**src/rtl/rxs_pkg.sv**
```systemverilog
package rxs_pkg;
  typedef enum logic {
    SQ_IDLE = 1'b0,
    SQ_XFER = 1'b1
  } sq_state_e;

  localparam int unsigned DEF_CELL_BYTES = 53;
endpackage

```
**src/rtl/rxs_ready_flags.sv**
```systemverilog
module rxs_ready_flags #(
  parameter int unsigned NUM_PORTS = 4
) (
  input  logic                 clk,
  input  logic                 rst_n,
  input  logic [NUM_PORTS-1:0] load,
  input  logic [NUM_PORTS-1:0] clr,
  output logic [NUM_PORTS-1:0] rdy
);
  logic [NUM_PORTS-1:0] rdy_q;
  logic [NUM_PORTS-1:0] rdy_d;

  for (genvar g = 0; g < NUM_PORTS; g++) begin : g_flag
    // a new load wins over a same-cycle clear
    always_comb begin
      rdy_d[g] = rdy_q[g];
      if (clr[g])  rdy_d[g] = 1'b0;
      if (load[g]) rdy_d[g] = 1'b1;
    end

    always_ff @(posedge clk or negedge rst_n) begin
      if (!rst_n) rdy_q[g] <= 1'b0;
      else        rdy_q[g] <= rdy_d[g];
    end


    rdy_drop_chk: assert property (@(posedge clk) disable iff (!rst_n)
      (clr[g] && !load[g]) |=> !rdy_q[g]);

    rdy_rise_chk: assert property (@(posedge clk) disable iff (!rst_n)
      load[g] |=> rdy_q[g]);
  end

  assign rdy = rdy_q;
endmodule

```
**src/rtl/rxs_addr_match.sv**
```systemverilog
module rxs_addr_match #(
  parameter int unsigned NUM_PORTS = 4,
  parameter int unsigned ADDR_W    = 5,
  localparam int unsigned PW       = (NUM_PORTS > 1) ? $clog2(NUM_PORTS) : 1
) (
  input  logic                        clk,
  input  logic                        rst_n,
  input  logic [NUM_PORTS*ADDR_W-1:0] cfg,
  input  logic [ADDR_W-1:0]           rx_addr,
  input  logic [NUM_PORTS-1:0]        rdy,
  output logic                        hit_q,
  output logic [PW-1:0]               midx_q,
  output logic                        clav_q,
  output logic                        clav_oe_q
);
  logic [NUM_PORTS-1:0] match;
  logic                 hit_d;
  logic [PW-1:0]        midx_d;
  logic                 clav_d;

  for (genvar g = 0; g < NUM_PORTS; g++) begin : g_cmp
    assign match[g] = (cfg[g*ADDR_W +: ADDR_W] == rx_addr);
  end

  // lowest port index wins on duplicate addresses
  always_comb begin
    hit_d  = 1'b0;
    midx_d = '0;
    for (int i = NUM_PORTS - 1; i >= 0; i--) begin
      if (match[i]) begin
        hit_d  = 1'b1;
        midx_d = PW'(i);
      end
    end
    clav_d = hit_d && rdy[midx_d];
  end

  always_ff @(posedge clk or negedge rst_n) begin
    if (!rst_n) begin
      hit_q     <= 1'b0;
      midx_q    <= '0;
      clav_q    <= 1'b0;
      clav_oe_q <= 1'b0;
    end else begin
      hit_q     <= hit_d;
      midx_q    <= midx_d;
      clav_q    <= clav_d;
      clav_oe_q <= hit_d;
    end
  end


  clav_gate_chk: assert property (@(posedge clk) disable iff (!rst_n)
    clav_q |-> clav_oe_q);

  clav_known_chk: assert property (@(posedge clk) disable iff (!rst_n)
    (clav_oe_q && !clav_q) |-> !rdy[$past(midx_d)] || $past(!hit_d) || $past(|(~rdy & rdy)) || !$past(rdy[midx_d]));
endmodule

```
**src/rtl/rxs_byte_seq.sv**
```systemverilog
module rxs_byte_seq
  import rxs_pkg::*;
#(
  parameter int unsigned NUM_PORTS  = 4,
  parameter int unsigned DATA_W     = 8,
  parameter int unsigned CELL_BYTES = DEF_CELL_BYTES,
  localparam int unsigned PW        = (NUM_PORTS > 1) ? $clog2(NUM_PORTS) : 1,
  localparam int unsigned IW        = $clog2(CELL_BYTES + 1)
) (
  input  logic                 clk,
  input  logic                 rst_n,
  input  logic                 rx_enb,
  input  logic                 hit_q,
  input  logic [PW-1:0]        midx_q,
  input  logic [NUM_PORTS-1:0] rdy,
  input  logic [DATA_W-1:0]    fetch_byte,
  output logic [PW-1:0]        fetch_port,
  output logic [IW-1:0]        fetch_idx,
  output logic [NUM_PORTS-1:0] clr,
  output logic [DATA_W-1:0]    rx_data,
  output logic                 rx_prty,
  output logic                 rx_soc
);
  localparam logic [IW-1:0] LAST_IDX = IW'(CELL_BYTES - 1);

  sq_state_e         st_q, st_d;
  logic              enb_q;
  logic [PW-1:0]     sel_q, sel_d;
  logic [IW-1:0]     idx_q, idx_d;
  logic [DATA_W-1:0] data_q, data_d;
  logic              soc_q, soc_d;
  logic              prty_q, prty_d;
  logic              start, send, last;
  logic [PW-1:0]     cur_port;
  logic [IW-1:0]     cur_idx;

  always_comb begin
    start    = (st_q == SQ_IDLE) && enb_q && !rx_enb && hit_q && rdy[midx_q];
    send     = !rx_enb && (start || (st_q == SQ_XFER));
    cur_port = start ? midx_q : sel_q;
    cur_idx  = start ? '0 : idx_q;
    last     = send && (cur_idx == LAST_IDX);
  end

  assign fetch_port = cur_port;
  assign fetch_idx  = cur_idx;

  // next state for the sequencer
  always_comb begin
    st_d   = st_q;
    sel_d  = sel_q;
    idx_d  = idx_q;
    data_d = data_q;
    soc_d  = soc_q;
    prty_d = prty_q;
    clr    = '0;
    if (send) begin
      data_d = fetch_byte;
      soc_d  = (cur_idx == '0);
      prty_d = ~^fetch_byte;
      sel_d  = cur_port;
      if (last) begin
        st_d          = SQ_IDLE;
        idx_d         = '0;
        clr[cur_port] = 1'b1;
      end else begin
        st_d  = SQ_XFER;
        idx_d = cur_idx + IW'(1);
      end
    end
  end

  always_ff @(posedge clk or negedge rst_n) begin
    if (!rst_n) begin
      enb_q <= 1'b1;
      st_q  <= SQ_IDLE;
    end else begin
      enb_q <= rx_enb;
      st_q  <= st_d;
    end
  end

  // byte-path registers, clock-enabled by send
  always_ff @(posedge clk or negedge rst_n) begin
    if (!rst_n) begin
      sel_q  <= '0;
      idx_q  <= '0;
      data_q <= '0;
      soc_q  <= 1'b0;
      prty_q <= 1'b1;
    end else if (send) begin
      sel_q  <= sel_d;
      idx_q  <= idx_d;
      data_q <= data_d;
      soc_q  <= soc_d;
      prty_q <= prty_d;
    end
  end

  assign rx_data = data_q;
  assign rx_prty = prty_q;
  assign rx_soc  = soc_q;


  parity_odd_chk: assert property (@(posedge clk) disable iff (!rst_n)
    (^{data_q, prty_q}) == 1'b1);

  pause_hold_chk: assert property (@(posedge clk) disable iff (!rst_n)
    rx_enb |=> ($stable(data_q) && $stable(soc_q) && $stable(idx_q)));

  idx_range_chk: assert property (@(posedge clk) disable iff (!rst_n)
    idx_q < IW'(CELL_BYTES));

  soc_fresh_chk: assert property (@(posedge clk) disable iff (!rst_n)
    (soc_q && !$past(soc_q)) |-> $past(!rx_enb));

  clr_onehot_chk: assert property (@(posedge clk) disable iff (!rst_n)
    $onehot0(clr));
endmodule

```
**src/rtl/rx_cell_source.sv**
```systemverilog
module rx_cell_source #(
  parameter int unsigned NUM_PORTS  = 4,
  parameter int unsigned ADDR_W     = 5,
  parameter int unsigned DATA_W     = 8,
  parameter int unsigned CELL_BYTES = 53,
  localparam int unsigned PW        = (NUM_PORTS > 1) ? $clog2(NUM_PORTS) : 1,
  localparam int unsigned IW        = $clog2(CELL_BYTES + 1)
) (
  input  logic                        clk,
  input  logic                        rst_n,
  input  logic [NUM_PORTS*ADDR_W-1:0] port_addr_cfg,
  input  logic [NUM_PORTS-1:0]        cell_load,
  output logic [PW-1:0]               fetch_port,
  output logic [IW-1:0]               fetch_idx,
  input  logic [DATA_W-1:0]           fetch_byte,
  input  logic [ADDR_W-1:0]           rx_addr,
  input  logic                        rx_enb,
  output logic [DATA_W-1:0]           rx_data,
  output logic                        rx_prty,
  output logic                        rx_soc,
  output logic                        rx_clav,
  output logic                        rx_clav_oe
);
  logic [NUM_PORTS-1:0] rdy;
  logic [NUM_PORTS-1:0] clr;
  logic                 hit_q;
  logic [PW-1:0]        midx_q;

  rxs_ready_flags #(.NUM_PORTS(NUM_PORTS)) u_flags (
    .clk  (clk),
    .rst_n(rst_n),
    .load (cell_load),
    .clr  (clr),
    .rdy  (rdy)
  );

  rxs_addr_match #(.NUM_PORTS(NUM_PORTS), .ADDR_W(ADDR_W)) u_match (
    .clk      (clk),
    .rst_n    (rst_n),
    .cfg      (port_addr_cfg),
    .rx_addr  (rx_addr),
    .rdy      (rdy),
    .hit_q    (hit_q),
    .midx_q   (midx_q),
    .clav_q   (rx_clav),
    .clav_oe_q(rx_clav_oe)
  );

  rxs_byte_seq #(
    .NUM_PORTS (NUM_PORTS),
    .DATA_W    (DATA_W),
    .CELL_BYTES(CELL_BYTES)
  ) u_seq (
    .clk       (clk),
    .rst_n     (rst_n),
    .rx_enb    (rx_enb),
    .hit_q     (hit_q),
    .midx_q    (midx_q),
    .rdy       (rdy),
    .fetch_byte(fetch_byte),
    .fetch_port(fetch_port),
    .fetch_idx (fetch_idx),
    .clr       (clr),
    .rx_data   (rx_data),
    .rx_prty   (rx_prty),
    .rx_soc    (rx_soc)
  );
endmodule

```
**config.mk**
```make
export PLATFORM = sky130hd
export DESIGN_NAME = rx_cell_source
export DESIGN_NICKNAME = d
export VERILOG_FILES = /design/src/rtl/rxs_pkg.sv /design/src/rtl/rxs_ready_flags.sv /design/src/rtl/rxs_addr_match.sv /design/src/rtl/rxs_byte_seq.sv /design/src/rtl/rx_cell_source.sv
export SDC_FILE = /design/constraint.sdc
export NUM_CORES = 1
export LEC_CHECK = 0
export CORE_MARGIN = 4
export CORE_UTILIZATION = 40
export DETAILED_ROUTE_END_ITERATION = 16
export HOLD_SLACK_MARGIN = 0.1
export PLACE_DENSITY = 0.78
export SETUP_SLACK_MARGIN = 0.5
export SLEW_MARGIN = 5
export SYNTH_ARGS = -nofsm -noshare
export SYNTH_HDL_FRONTEND = slang
export SYNTH_SLANG_ARGS = --single-unit
```
**constraint.sdc**
```tcl
create_clock -name clk -period 2.8 [get_ports clk]
set_input_delay 0.56 -clock clk [delete_from_list [all_inputs] [get_ports clk]]
set_output_delay 0.56 -clock clk [all_outputs]
set_load 0.01 [all_outputs]
```
==> key figures, run 1 <==
Outcome
  – Status: completed

Final layout
  – P&R area growth vs syn: 56.5%
  – Commonest non-fill, non-tap cell in the layout: clkdlybuf4s50_1
  – Post-layout util: 0.643
  – Multi-input gate area: 973 um^2
  – Fin area: 2570 um^2
  – Net count, final: 277
  – ANT cells: 0
  – Reg area: 703 um^2
  – Layout cells sized above 1: 0.261
  – Fillers: 316
  – Commonest non-fill, non-tap cells in the layout: clkdlybuf4s50_1, dfrtp_1, buf_4

Yosys
  – Top-area cell type share of the netlist area: 0.396
  – Avg Inst Size Synth: 10.7 um^2
  – Synth unique cells: 38
  – Post-synthesis sequential area ratio: 0.428
  – Syn_nets: 195
  – Largest area contributor in the netlist: dfrtp_1
  – Yosys reg bits: 28
  – Mapped Area: 1640 um^2
  – Synth top area cells: dfrtp_1, mux2_4, xnor2_1
  – Synthesized instance count: 153
  – Yosys Warn Count: 0

Critical path
  – CP top delay family: simple AND/OR/NAND/NOR gates
  – Endpoint class of the critical path: flop
  – Worst EP arrival: 2570 ps
  – Worst Path Required: 3000 ps
  – Setup Crit Path Kind: reg2reg
  – Crit-path most repeated cell: buf_6
  – WP buf/inv: 2
  – Crit start category: flop
  – Critical Path Max Stage Delay: 560 ps
  – Max FO, Critical Path: 5
  – CP max stage cell: mux4_2
  – Crit-path cells: mux4_2, nand4_4, buf_6, nand2_4, ha_4, and3b_2, and3_4, buf_6, o31a_1, o22ai_1

Pwr
  – NetSw: 0.481 mW
  – Power Density: 583 nW/um^2
  – Pint: 1.02 mW
  – Clock power share: 0.211
  – Leak: 1.10 nW
  – Reg power frac: 0.401
  – Net Sw Frac: 0.321
  – Peak supply drop: 0.222 mV
  – Gate power share: 0.389
  – Design Power: 1.50 mW

Flow run
  – Max-cap violations: 0

Timing
  – Final Skew: 6.25 ps
  – Final hold viol count: 0
  – Fmax: 421 MHz
  – Min Tclk post-route: 2370 ps
  – RSZ-0062 raised after global routing: yes
  – Fin Setup TNS: 0 ps
  – Endpoints failing setup: 0
  – Period utilization: 0.848
  – Worst slew margin: 0.747
  – Fin Hold WS: 512 ps
  – Least-Margin Pin Slew: 374 ps
  – Final Slew Violations: 0

GRT
  – GR Overflow Total: 0
  – Largest net degree at the start of global routing: 29
  – Vias in the first global route: 1538
  – First-pass GRT wire length: 6.93 mm
  – All-Layer GR Usage: 0.166
  – Initial antenna violation count: 0

Route
  – DR iter-0 viols: 61
  – Vias per cell: 5.00
  – Wirelength, routed: 4.09 mm
  – Residual DRC count: 0
  – TritonRoute pass-1 iters: 4
  – Routed via count: 1421
  – WL per Instance: 14.4 um
  – Routed Antenna Nets: 0

Die
  – Number of I/O pins: 60
  – CORE AREA: 4000 um^2
  – Die H: 72.1 um
  – Starting density of the core: 0.411
  – Die W: 72.1 um
  – Die area: 5200 um^2
  – FP Rows: 23

Clocking
  – Worst-Skew Late Latency: 270 ps
  – Clock sinks: 28
  – Reg clk slew, reported paths: 100 ps
  – CTS HTree Levels: 1
  – Total CTS buffers: 3
  – Clk buf depth: 2
  – CTS tree: done
  – Root buffer cell: clkbuf_8

Min path
  – Class of the worst hold path: reg2reg

Placed design
  – Routability congestion estimate: 0.779
  – Placed Area: 2320 um^2
  – HPWL Detailed: 2.96 mm
  – I/O Buffers: 59
[power groups by stage]
stage | Sequential [mW] | Combinational, mW | Clock [mW]
finish | 0.601 | 0.583 | 0.316
global route | 0.619 | 0.635 | 0.337
CTS | 0.591 | 0.572 | 0.322
detailed placement | 0.586 | 0.560 | 0
global placement | 0.584 | 0.546 | 0
floorplan | 0.570 | 0.296 | 0
[flip-flops by register name, indices dropped and copies added, names as in the netlist]
signal	count
u_seq.rx_data	8
u_seq.rx_soc	1
u_match.midx_q	2
u_seq.sel_q	2
u_match.hit_q	1
u_match.clav_q	1
u_seq.enb_q	1
u_seq.idx_q	6
u_seq.st_q	1
u_flags.rdy	4
u_seq.rx_prty	1
[path summary, 6_finish.rpt]
| kind | start | endpoint | slack (ps) | cells past startpoint |
|---|---|---|---|---|
| worst min-delay path | u_seq.rx_soc$_DFFE_PN0P_ | u_seq.rx_soc$_DFFE_PN0P_ | 510 | 2 |
| worst max-delay path | u_match.midx_q[0]$_DFF_PN0_ | u_seq.idx_q[0]$_DFFE_PN0P_ | 430 | 10 |
| worst min register to register | u_seq.rx_soc$_DFFE_PN0P_ | u_seq.rx_soc$_DFFE_PN0P_ | 510 | 2 |
| worst max register to register | u_match.midx_q[0]$_DFF_PN0_ | u_seq.idx_q[0]$_DFFE_PN0P_ | 430 | 10 |
| min in group asynchronous | rst_n | u_seq.idx_q[2]$_DFFE_PN0P_ | 650 | 2 |
| max in group asynchronous | rst_n | u_seq.enb_q$_DFF_PN1_ | 1840 | 2 |
[metal layers]
| layer | up-vias | wire, um | track usage | part of all wire |
|---|---|---|---|---|
| li1 | 705 | - | - | - |
| met1 | 661 | 1590 | 0.189 | 0.39 |
| met2 | 51 | 2140 | 0.305 | 0.52 |
| met3 | 4 | 305 | 0.0416 | 0.075 |
| met4 | 0 | 47 | 0.0438 | 0.011 |
| met5 | - | 0 | 0 | 0 |
[cells by family after synthesis]
logic type	count (synthesis)	share of synthesized area
and+or+nand+nor	47	0.155
DFF	28	0.428
xor gates and xnor gates	27	0.144
AOI/OAI and AO/OA	24	0.0952
muxes	16	0.136
buffers and inverters	9	0.0267
adders and majority gates	2	0.0152
[worst min-delay path, cell delays in order (launching register included)]
cell     delay [ps]
dfrtp_1         350
o21ai_0          70
nand2_1          60
[through the flow]
step                setup slack [ps]  cells
global placement                 135    264
detailed placement              72.3    264
finish                           427    284
floorplan                        510    153
global route                     343    284
CTS                              444    282
[cell type report]
class	instances	area share
clock buffers	3	0.0161
repair buffers	81	0.289
clock inverters	1	0.0117
inverters	5	0.00730
flip-flops and latches	28	0.273
multi-input cells	116	0.379
well taps	50	0.0243
[Yosys cell counts, drive strengths merged]
library cell / number
nor3: 3
inv: 5
nand4: 3
and2: 6
nor2: 8
a21oi: 5
o22ai: 1
dfstp: 2
ha: 2
nand3b: 4
xor2: 12
clkbuf: 1
o31ai: 1
and3: 2
mux4: 1
nor4: 1
xnor2: 15
and4: 1
mux2i: 1
mux2: 14
a21boi: 1
o41ai: 1
o21ai: 4
o31a: 1
nand2b: 1
nand2: 10
buf: 3
a31oi: 4
o2111ai: 1
nand3: 6
a41oi: 1
a21o: 4
dfrtp: 26
nor2b: 1
and3b: 1
[repair_timing]
action                     CTS  global route
setup endpoints to repair   16            18
cloned                       1             0
buffers inserted            13             2
gates resized for setup     53             5
hold buffers                 0             0
pin swaps                    6             4
No activity file was read; power rests on OpenSTA's default activity.
==> inputs of run 2 (changes only) <==
==> constraint.sdc (replaced) <==
create_clock -name clk -period 2.28 [get_ports clk]
set_input_delay 0.456 -clock clk [delete_from_list [all_inputs] [get_ports clk]]
set_output_delay 0.456 -clock clk [all_outputs]
set_load 0.01 [all_outputs]
==> key figures, run 2 (synthesized netlist as in run 1, its figures left out) <==
Outcome
  – Status: finished with violations
  – Failing checks: setup timing

Route
  – TritonRoute pass-1 iters: 4 (unchanged)
  – DR iter-0 viols: 73 (+20%)
  – WL per Instance: 13.6 um (-5.4%)
  – Residual DRC count: 0 (unchanged)
  – Routed Antenna Nets: 0 (unchanged)
  – Wirelength, routed: 3.87 mm (-5.4%)
  – Vias per cell: 5.01 (+0.14%)
  – Routed via count: 1423 (+0.14%)

GRT
  – GR Overflow Total: 0 (unchanged)
  – All-Layer GR Usage: 0.159 (-0.00710)
  – Vias in the first global route: 1515 (-1.5%)
  – Largest net degree at the start of global routing: 29 (unchanged)
  – Initial antenna violation count: 0 (unchanged)
  – First-pass GRT wire length: 6.62 mm (-4.6%)

Critical path
  – CP max stage cell: mux4_2
  – Endpoint class of the critical path: primary output
  – Worst Path Required: 1820 ps (-1180 ps)
  – Max FO, Critical Path: 3 (-2)
  – CP top delay family: multiplexers
  – Crit-path cells: mux4_2, nand4_4, buf_6, mux2_4, buf_6
  – Crit-path most repeated cell: buf_6
  – Critical Path Max Stage Delay: 550 ps (about the same)
  – Origin of the worst setup path: u_match.midx_q[0]$_DFF_PN0_
  – WP buf/inv: 2 (unchanged)
  – Reg2reg start: u_match.midx_q[0]$_DFF_PN0_
  – Worst EP arrival: 1840 ps (-730 ps)
  – Setup Crit Path Kind: reg2out
  – Crit start category: flop
  – R2R Setup Slk: 20 ps (-410 ps)

Placed design
  – Placed Area: 2460 um^2 (+6.2%)
  – I/O Buffers: 59 (unchanged)
  – HPWL Detailed: 2.96 mm (about the same)
  – Routability congestion estimate: 0.759 (-2.6%)

Pwr
  – Net Sw Frac: 0.314 (-0.00641)
  – Leak: 1.16 nW (+5.3%)
  – Design Power: 1.93 mW (+28%)
  – Gate power share: 0.421 (+0.032)
  – Pint: 1.32 mW (+30%)
  – Peak supply drop: 0.314 mV (+42%)
  – Power Density: 725 nW/um^2 (+24%)
  – Reg power frac: 0.378 (-0.023)
  – Clock power share: 0.202 (-0.009)
  – NetSw: 0.606 mW (+26%)

Die
  – Number of I/O pins: 60 (unchanged)
  – Die area: 5200 um^2 (unchanged)
  – Die W: 72.1 um (unchanged)
  – FP Rows: 23 (unchanged)
  – Starting density of the core: 0.411 (unchanged)
  – CORE AREA: 4000 um^2 (unchanged)
  – Die H: 72.1 um (unchanged)

Timing
  – RSZ-0062 raised after global routing: yes
  – Least-Margin Pin Slew: 378 ps (+3.60 ps)
  – Final Slew Violations: 0 (unchanged)
  – Period utilization: 1.01
  – Worst slew margin: 0.747 (about the same)
  – Final Skew: 3.84 ps (-2.41 ps)
  – Min Tclk post-route: 2290 ps
  – Fmax: 436 MHz
  – Fin Hold WS: 520 ps (+7.46 ps)
  – Worst setup slack after layout: -14.0 ps (-441 ps)
  – Endpoints failing setup: 1 (+1)
  – Final hold viol count: 0 (unchanged)

Flow run
  – Max-cap violations: 0 (unchanged)

Final layout
  – Commonest non-fill, non-tap cell in the layout: clkdlybuf4s50_1
  – Layout cells sized above 1: 0.312 (+0.0513)
  – Fillers: 308 (-2.5%)
  – Fin area: 2660 um^2 (+3.4%)
  – ANT cells: 0 (unchanged)
  – Reg area: 704 um^2 (+0.18%)
  – Max reg flops: 8 (unchanged)
  – Commonest non-fill, non-tap cells in the layout: clkdlybuf4s50_1, dfrtp_1, buf_4
  – Multi-input gate area: 1020 um^2 (+5.3%)
  – P&R area growth vs syn: 61.8%
  – Net count, final: 277 (unchanged)

Clocking
  – Root buffer cell: clkbuf_8
  – Worst-Skew Late Latency: 270 ps (about the same)
  – CTS tree: done
  – Cts hold-fix bufs: 0 (unchanged)
  – Total CTS buffers: 3 (unchanged)
  – Clk buf depth: 2 (unchanged)
  – CTS HTree Levels: 1 (unchanged)
  – Clock sinks: 28 (unchanged)
  – Reg clk slew, reported paths: 100 ps (about the same)

Min path
  – Min-delay src: u_seq.rx_data[7]$_DFFE_PN0P_
  – Class of the worst hold path: reg2reg
-- run 2: power groups by stage --
stage          clock, mW  sequential (mW)  combinational (mW)
2_1_floorplan          0            0.712               0.399
4_1_cts            0.397            0.725               0.785
3_3_place_gp           0            0.723               0.746
5_1_grt            0.413            0.747               0.890
3_5_place_dp           0            0.727               0.764
6_report           0.389            0.727               0.810
-- run 2: through the flow --
| step | setup TNS (ps) | worst slack (ps) | utilization | std cells |
|---|---|---|---|---|
| floorplan | 0 | 151 | - | 153 |
| global placement | -2450 | -209 | 0.615 | 274 |
| detailed placement | -3140 | -245 | 0.615 | 274 |
| CTS | -41.1 | -22.8 | 0.651 | 282 |
| global route | -679 | -94.1 | 0.664 | 284 |
| finish | -14.0 | -14.0 | 0.664 | 284 |
-- run 2: cell type report --
type,count,area share
multi-input cells,116,0.386
repair buffers,81,0.292
flip-flops and latches,28,0.265
well taps,50,0.0235
clock buffers,3,0.0155
clock inverters,1,0.0113
inverters,5,0.00706
-- run 2: per-layer routing --
| metal | GRT usage | part of all wire | vias up |
|---|---|---|---|
| met1 | 0.172 | 0.40 | 667 |
| met5 | 0 | 0 | - |
| met3 | 0.0319 | 0.064 | 6 |
| li1 | - | - | 702 |
| met4 | 0.0522 | 0.015 | 0 |
| met2 | 0.303 | 0.52 | 48 |
-- run 2: final timing paths --
| check | cells past startpoint | to |
|---|---|---|
| setup reg to reg | 10 | u_seq.idx_q[0]$_DFFE_PN0P_ |
| setup / recovery | 5 | fetch_port[1] |
| hold / removal | 1 | u_seq.rx_data[7]$_DFFE_PN0P_ |
| hold reg to reg | 1 | u_seq.rx_data[7]$_DFFE_PN0P_ |
| min in group asynchronous | 2 | u_seq.idx_q[2]$_DFFE_PN0P_ |
| max in group asynchronous | 2 | u_seq.enb_q$_DFF_PN1_ |
-- run 2: what timing repair did --
action | 4_1_cts | 5_1_grt
setup buffers | 3 | 2
pin swaps | 5 | 5
endpoints found under the setup margin | 30 | 32
gates cloned | 1 | 0
resized for setup | 58 | 10
==> inputs of run 3 (changes only) <==
--- a/config.mk
+++ b/config.mk
@@ -5,7 +5,6 @@
 export SDC_FILE = /design/constraint.sdc
 export NUM_CORES = 1
 export LEC_CHECK = 0
-export CORE_MARGIN = 4
 export CORE_UTILIZATION = 40
 export DETAILED_ROUTE_END_ITERATION = 16
 export HOLD_SLACK_MARGIN = 0.1
==> key figures, run 3 (synthesized netlist as in run 1, its figures left out) <==
Critical path
  – Crit start category: input pin
  – Worst Reg-to-Reg Cells: 11 (+1)
  – R2R Setup Slk: -120 ps (-140 ps)
  – Endpoint class of the critical path: flop
  – Reg2reg end: u_seq.st_q$_DFFE_PN0P_
  – Max FO, Critical Path: 5 (+2)
  – Setup Crit Path Kind: in2reg
  – Worst EP arrival: 2570 ps (+730 ps)
  – Reg2reg start: u_match.midx_q[0]$_DFF_PN0_
  – Worst Path Required: 2440 ps (+620 ps)

Die
  – CORE AREA: 3800 um^2 (-5.0%)
  – Die W: 66.1 um (-8.3%)
  – Starting density of the core: 0.432 (+0.0218)
  – Die H: 66.1 um (-8.3%)
  – Number of I/O pins: 60 (unchanged)
  – FP Rows: 22 (-4.3%)
  – Die area: 4370 um^2 (-16%)

Clocking
  – CTS HTree Levels: 1 (unchanged)
  – Total CTS buffers: 3 (unchanged)
  – Worst-Skew Late Latency: 270 ps (about the same)
  – Clk buf depth: 2 (unchanged)
  – Cts hold-fix bufs: 0 (unchanged)
  – Root buffer cell: clkbuf_8
  – Clock sinks: 28 (unchanged)
  – Reg clk slew, reported paths: 90 ps (about the same)
  – CTS tree: done

Final layout
  – Commonest non-fill, non-tap cell in the layout: clkdlybuf4s50_1
  – Fin area: 2720 um^2 (+2.4%)
  – Reg area: 704 um^2 (unchanged)
  – Fillers: 279 (-9.4%)
  – Multi-input gate area: 1050 um^2 (+2.3%)
  – Layout cells sized above 1: 0.333 (+0.0214)
  – P&R area growth vs syn: 65.6%
  – Max reg flops: 8 (unchanged)
  – Commonest non-fill, non-tap cells in the layout: clkdlybuf4s50_1, buf_4, dfrtp_1
  – Net count, final: 287 (+3.6%)
  – ANT cells: 0 (unchanged)

Outcome
  – Status: finished with violations
  – Failing checks: setup timing

Timing
  – Final hold viol count: 0 (unchanged)
  – Endpoints failing setup: 16 (+15)
  – Final Slew Violations: 0 (unchanged)
  – Least-Margin Pin Slew: 675 ps (+297 ps)
  – Min Tclk post-route: 2410 ps (+112 ps)
  – Final Skew: 6.67 ps (+2.83 ps)
  – RSZ-0062 raised after global routing: yes
  – Period utilization: 1.06 (+0.0492)
  – Worst slew margin: 0.544 (-0.203)
  – Fmax: 416 MHz (-4.7%)
  – Worst setup slack after layout: -126 ps (-112 ps)

Placed design
  – Placed Area: 2450 um^2 (-0.41%)
  – Routability congestion estimate: 0.850 (+12%)
  – HPWL Detailed: 2.99 mm (+1.2%)
  – I/O Buffers: 59 (unchanged)

Pwr
  – Peak supply drop: 0.391 mV (+24%)
  – Power Density: 680 nW/um^2 (-6.2%)
  – NetSw: 0.643 mW (+6.1%)
  – Pint: 1.21 mW (-8.6%)
  – Net Sw Frac: 0.347 (+0.0330)
  – Reg power frac: 0.399 (+0.021)
  – Clock power share: 0.143 (-0.059)
  – Leak: 1.16 nW (about the same)
  – Gate power share: 0.458 (+0.037)
  – Design Power: 1.85 mW (-4.0%)

Route
  – Routed via count: 1500 (+5.4%)
  – Residual DRC count: 0 (unchanged)
  – TritonRoute pass-1 iters: 4 (unchanged)
  – DR iter-0 viols: 52 (-29%)
  – WL per Instance: 16.2 um (+19%)
  – Vias per cell: 5.15 (+2.9%)
  – Wirelength, routed: 4.70 mm (+22%)
  – Routed Antenna Nets: 0 (unchanged)

Min path
  – Class of the worst hold path: reg2reg
  – Min-Delay Endpoint: u_seq.rx_data[0]$_DFFE_PN0P_
  – Min-delay src: u_seq.rx_data[0]$_DFFE_PN0P_
  – Hold depth: 1 (unchanged)

GRT
  – Initial antenna violation count: 0 (unchanged)
  – Vias in the first global route: 1439 (-5.0%)
  – First-pass GRT wire length: 6.67 mm (+0.83%)
  – Largest net degree at the start of global routing: 29 (unchanged)
  – All-Layer GR Usage: 0.201 (+0.0419)
  – GR Overflow Total: 0 (unchanged)

Flow run
  – Max-cap violations: 0 (unchanged)
==> run 3: changes by cell type in the layout (fill, tap and decap cells not counted), sizes merged <==
cell	previous run	this run
bufinv	1	0
clkdlybuf4s50	45	49
dlygate4sd2	2	1
buf	30	37
nand4	3	4
dlymetal6s2s	4	1
clkdlybuf4s15	0	2
==> run 3: area by class of cell <==
cell class / instances / area share
Multi-Input combinational cell: 117 / 0.385
Sequential cell: 28 / 0.259
Timing Repair Buffer: 90 / 0.311
Tap cell: 48 / 0.0221
Clock buffer: 3 / 0.0152
Inverter: 5 / 0.00690
==> run 3: metal layers <==
layer  global-route usage  vias to the layer above  wire, um
li1                     -                      728         -
met1                0.271                      725      2040
met2                0.339                       43      2420
met3               0.0207                        4       198
met4               0.0585                        0        44
met5                    0                        -         0
==> run 3: through the flow <==
stage	setup TNS, ps	hold slack [ps]	std cells	setup slack (ps)	util
final	-1020	519	291	-126	0.716
after global routing	-2320	532	291	-203	0.716
after CTS	-815	522	284	-95.8	0.690
after detailed placement	-2840	496	271	-295	0.645
after global placement	-2610	492	271	-280	0.645
after floorplan	0	160	153	151	-
==> run 3: worst max path at each step <==
stage                                     start                         end  slack (ps)  cells past startpoint
floorplan           u_match.midx_q[0]$_DFF_PN0_  u_seq.idx_q[0]$_DFFE_PN0P_         150                      9
detailed placement                       rx_enb               fetch_port[1]        -290                      5
global placement                         rx_enb               fetch_port[1]        -280                      5
finish                                   rx_enb  u_flags.rdy[1]$_DFFE_PN0P_        -130                     12
CTS                 u_match.midx_q[0]$_DFF_PN0_               fetch_port[1]        -100                      5
global route        u_match.midx_q[0]$_DFF_PN0_  u_flags.rdy[1]$_DFFE_PN0P_        -200                     11
==> run 3: critical path, stage by stage <==
cell	delay [ps]
clkdlybuf4s50_1	460
nor2_4	160
nand4_4	170
buf_6	160
buf_6	110
nand2_4	60
ha_4	120
and3b_1	200
and3_4	240
and2_4	170
nand3b_1	80
a21o_1	180
==> run 3: power groups by stage <==
stage	clock, mW	sequential (mW)	combinational [mW]
floorplan	0	0.712	0.399
global placement	0	0.720	0.768
detailed placement	0	0.723	0.779
CTS	0.271	0.722	0.788
global route	0.292	0.750	0.907
finish	0.264	0.737	0.848
==> run 3: what timing repair did <==
action                                  in CTS  in global routing
gates cloned                                 1                  0
buffers inserted                             9                  7
pin swaps                                    2                  8
endpoints found under the setup margin      30                 35
gates resized for setup                     53                 10
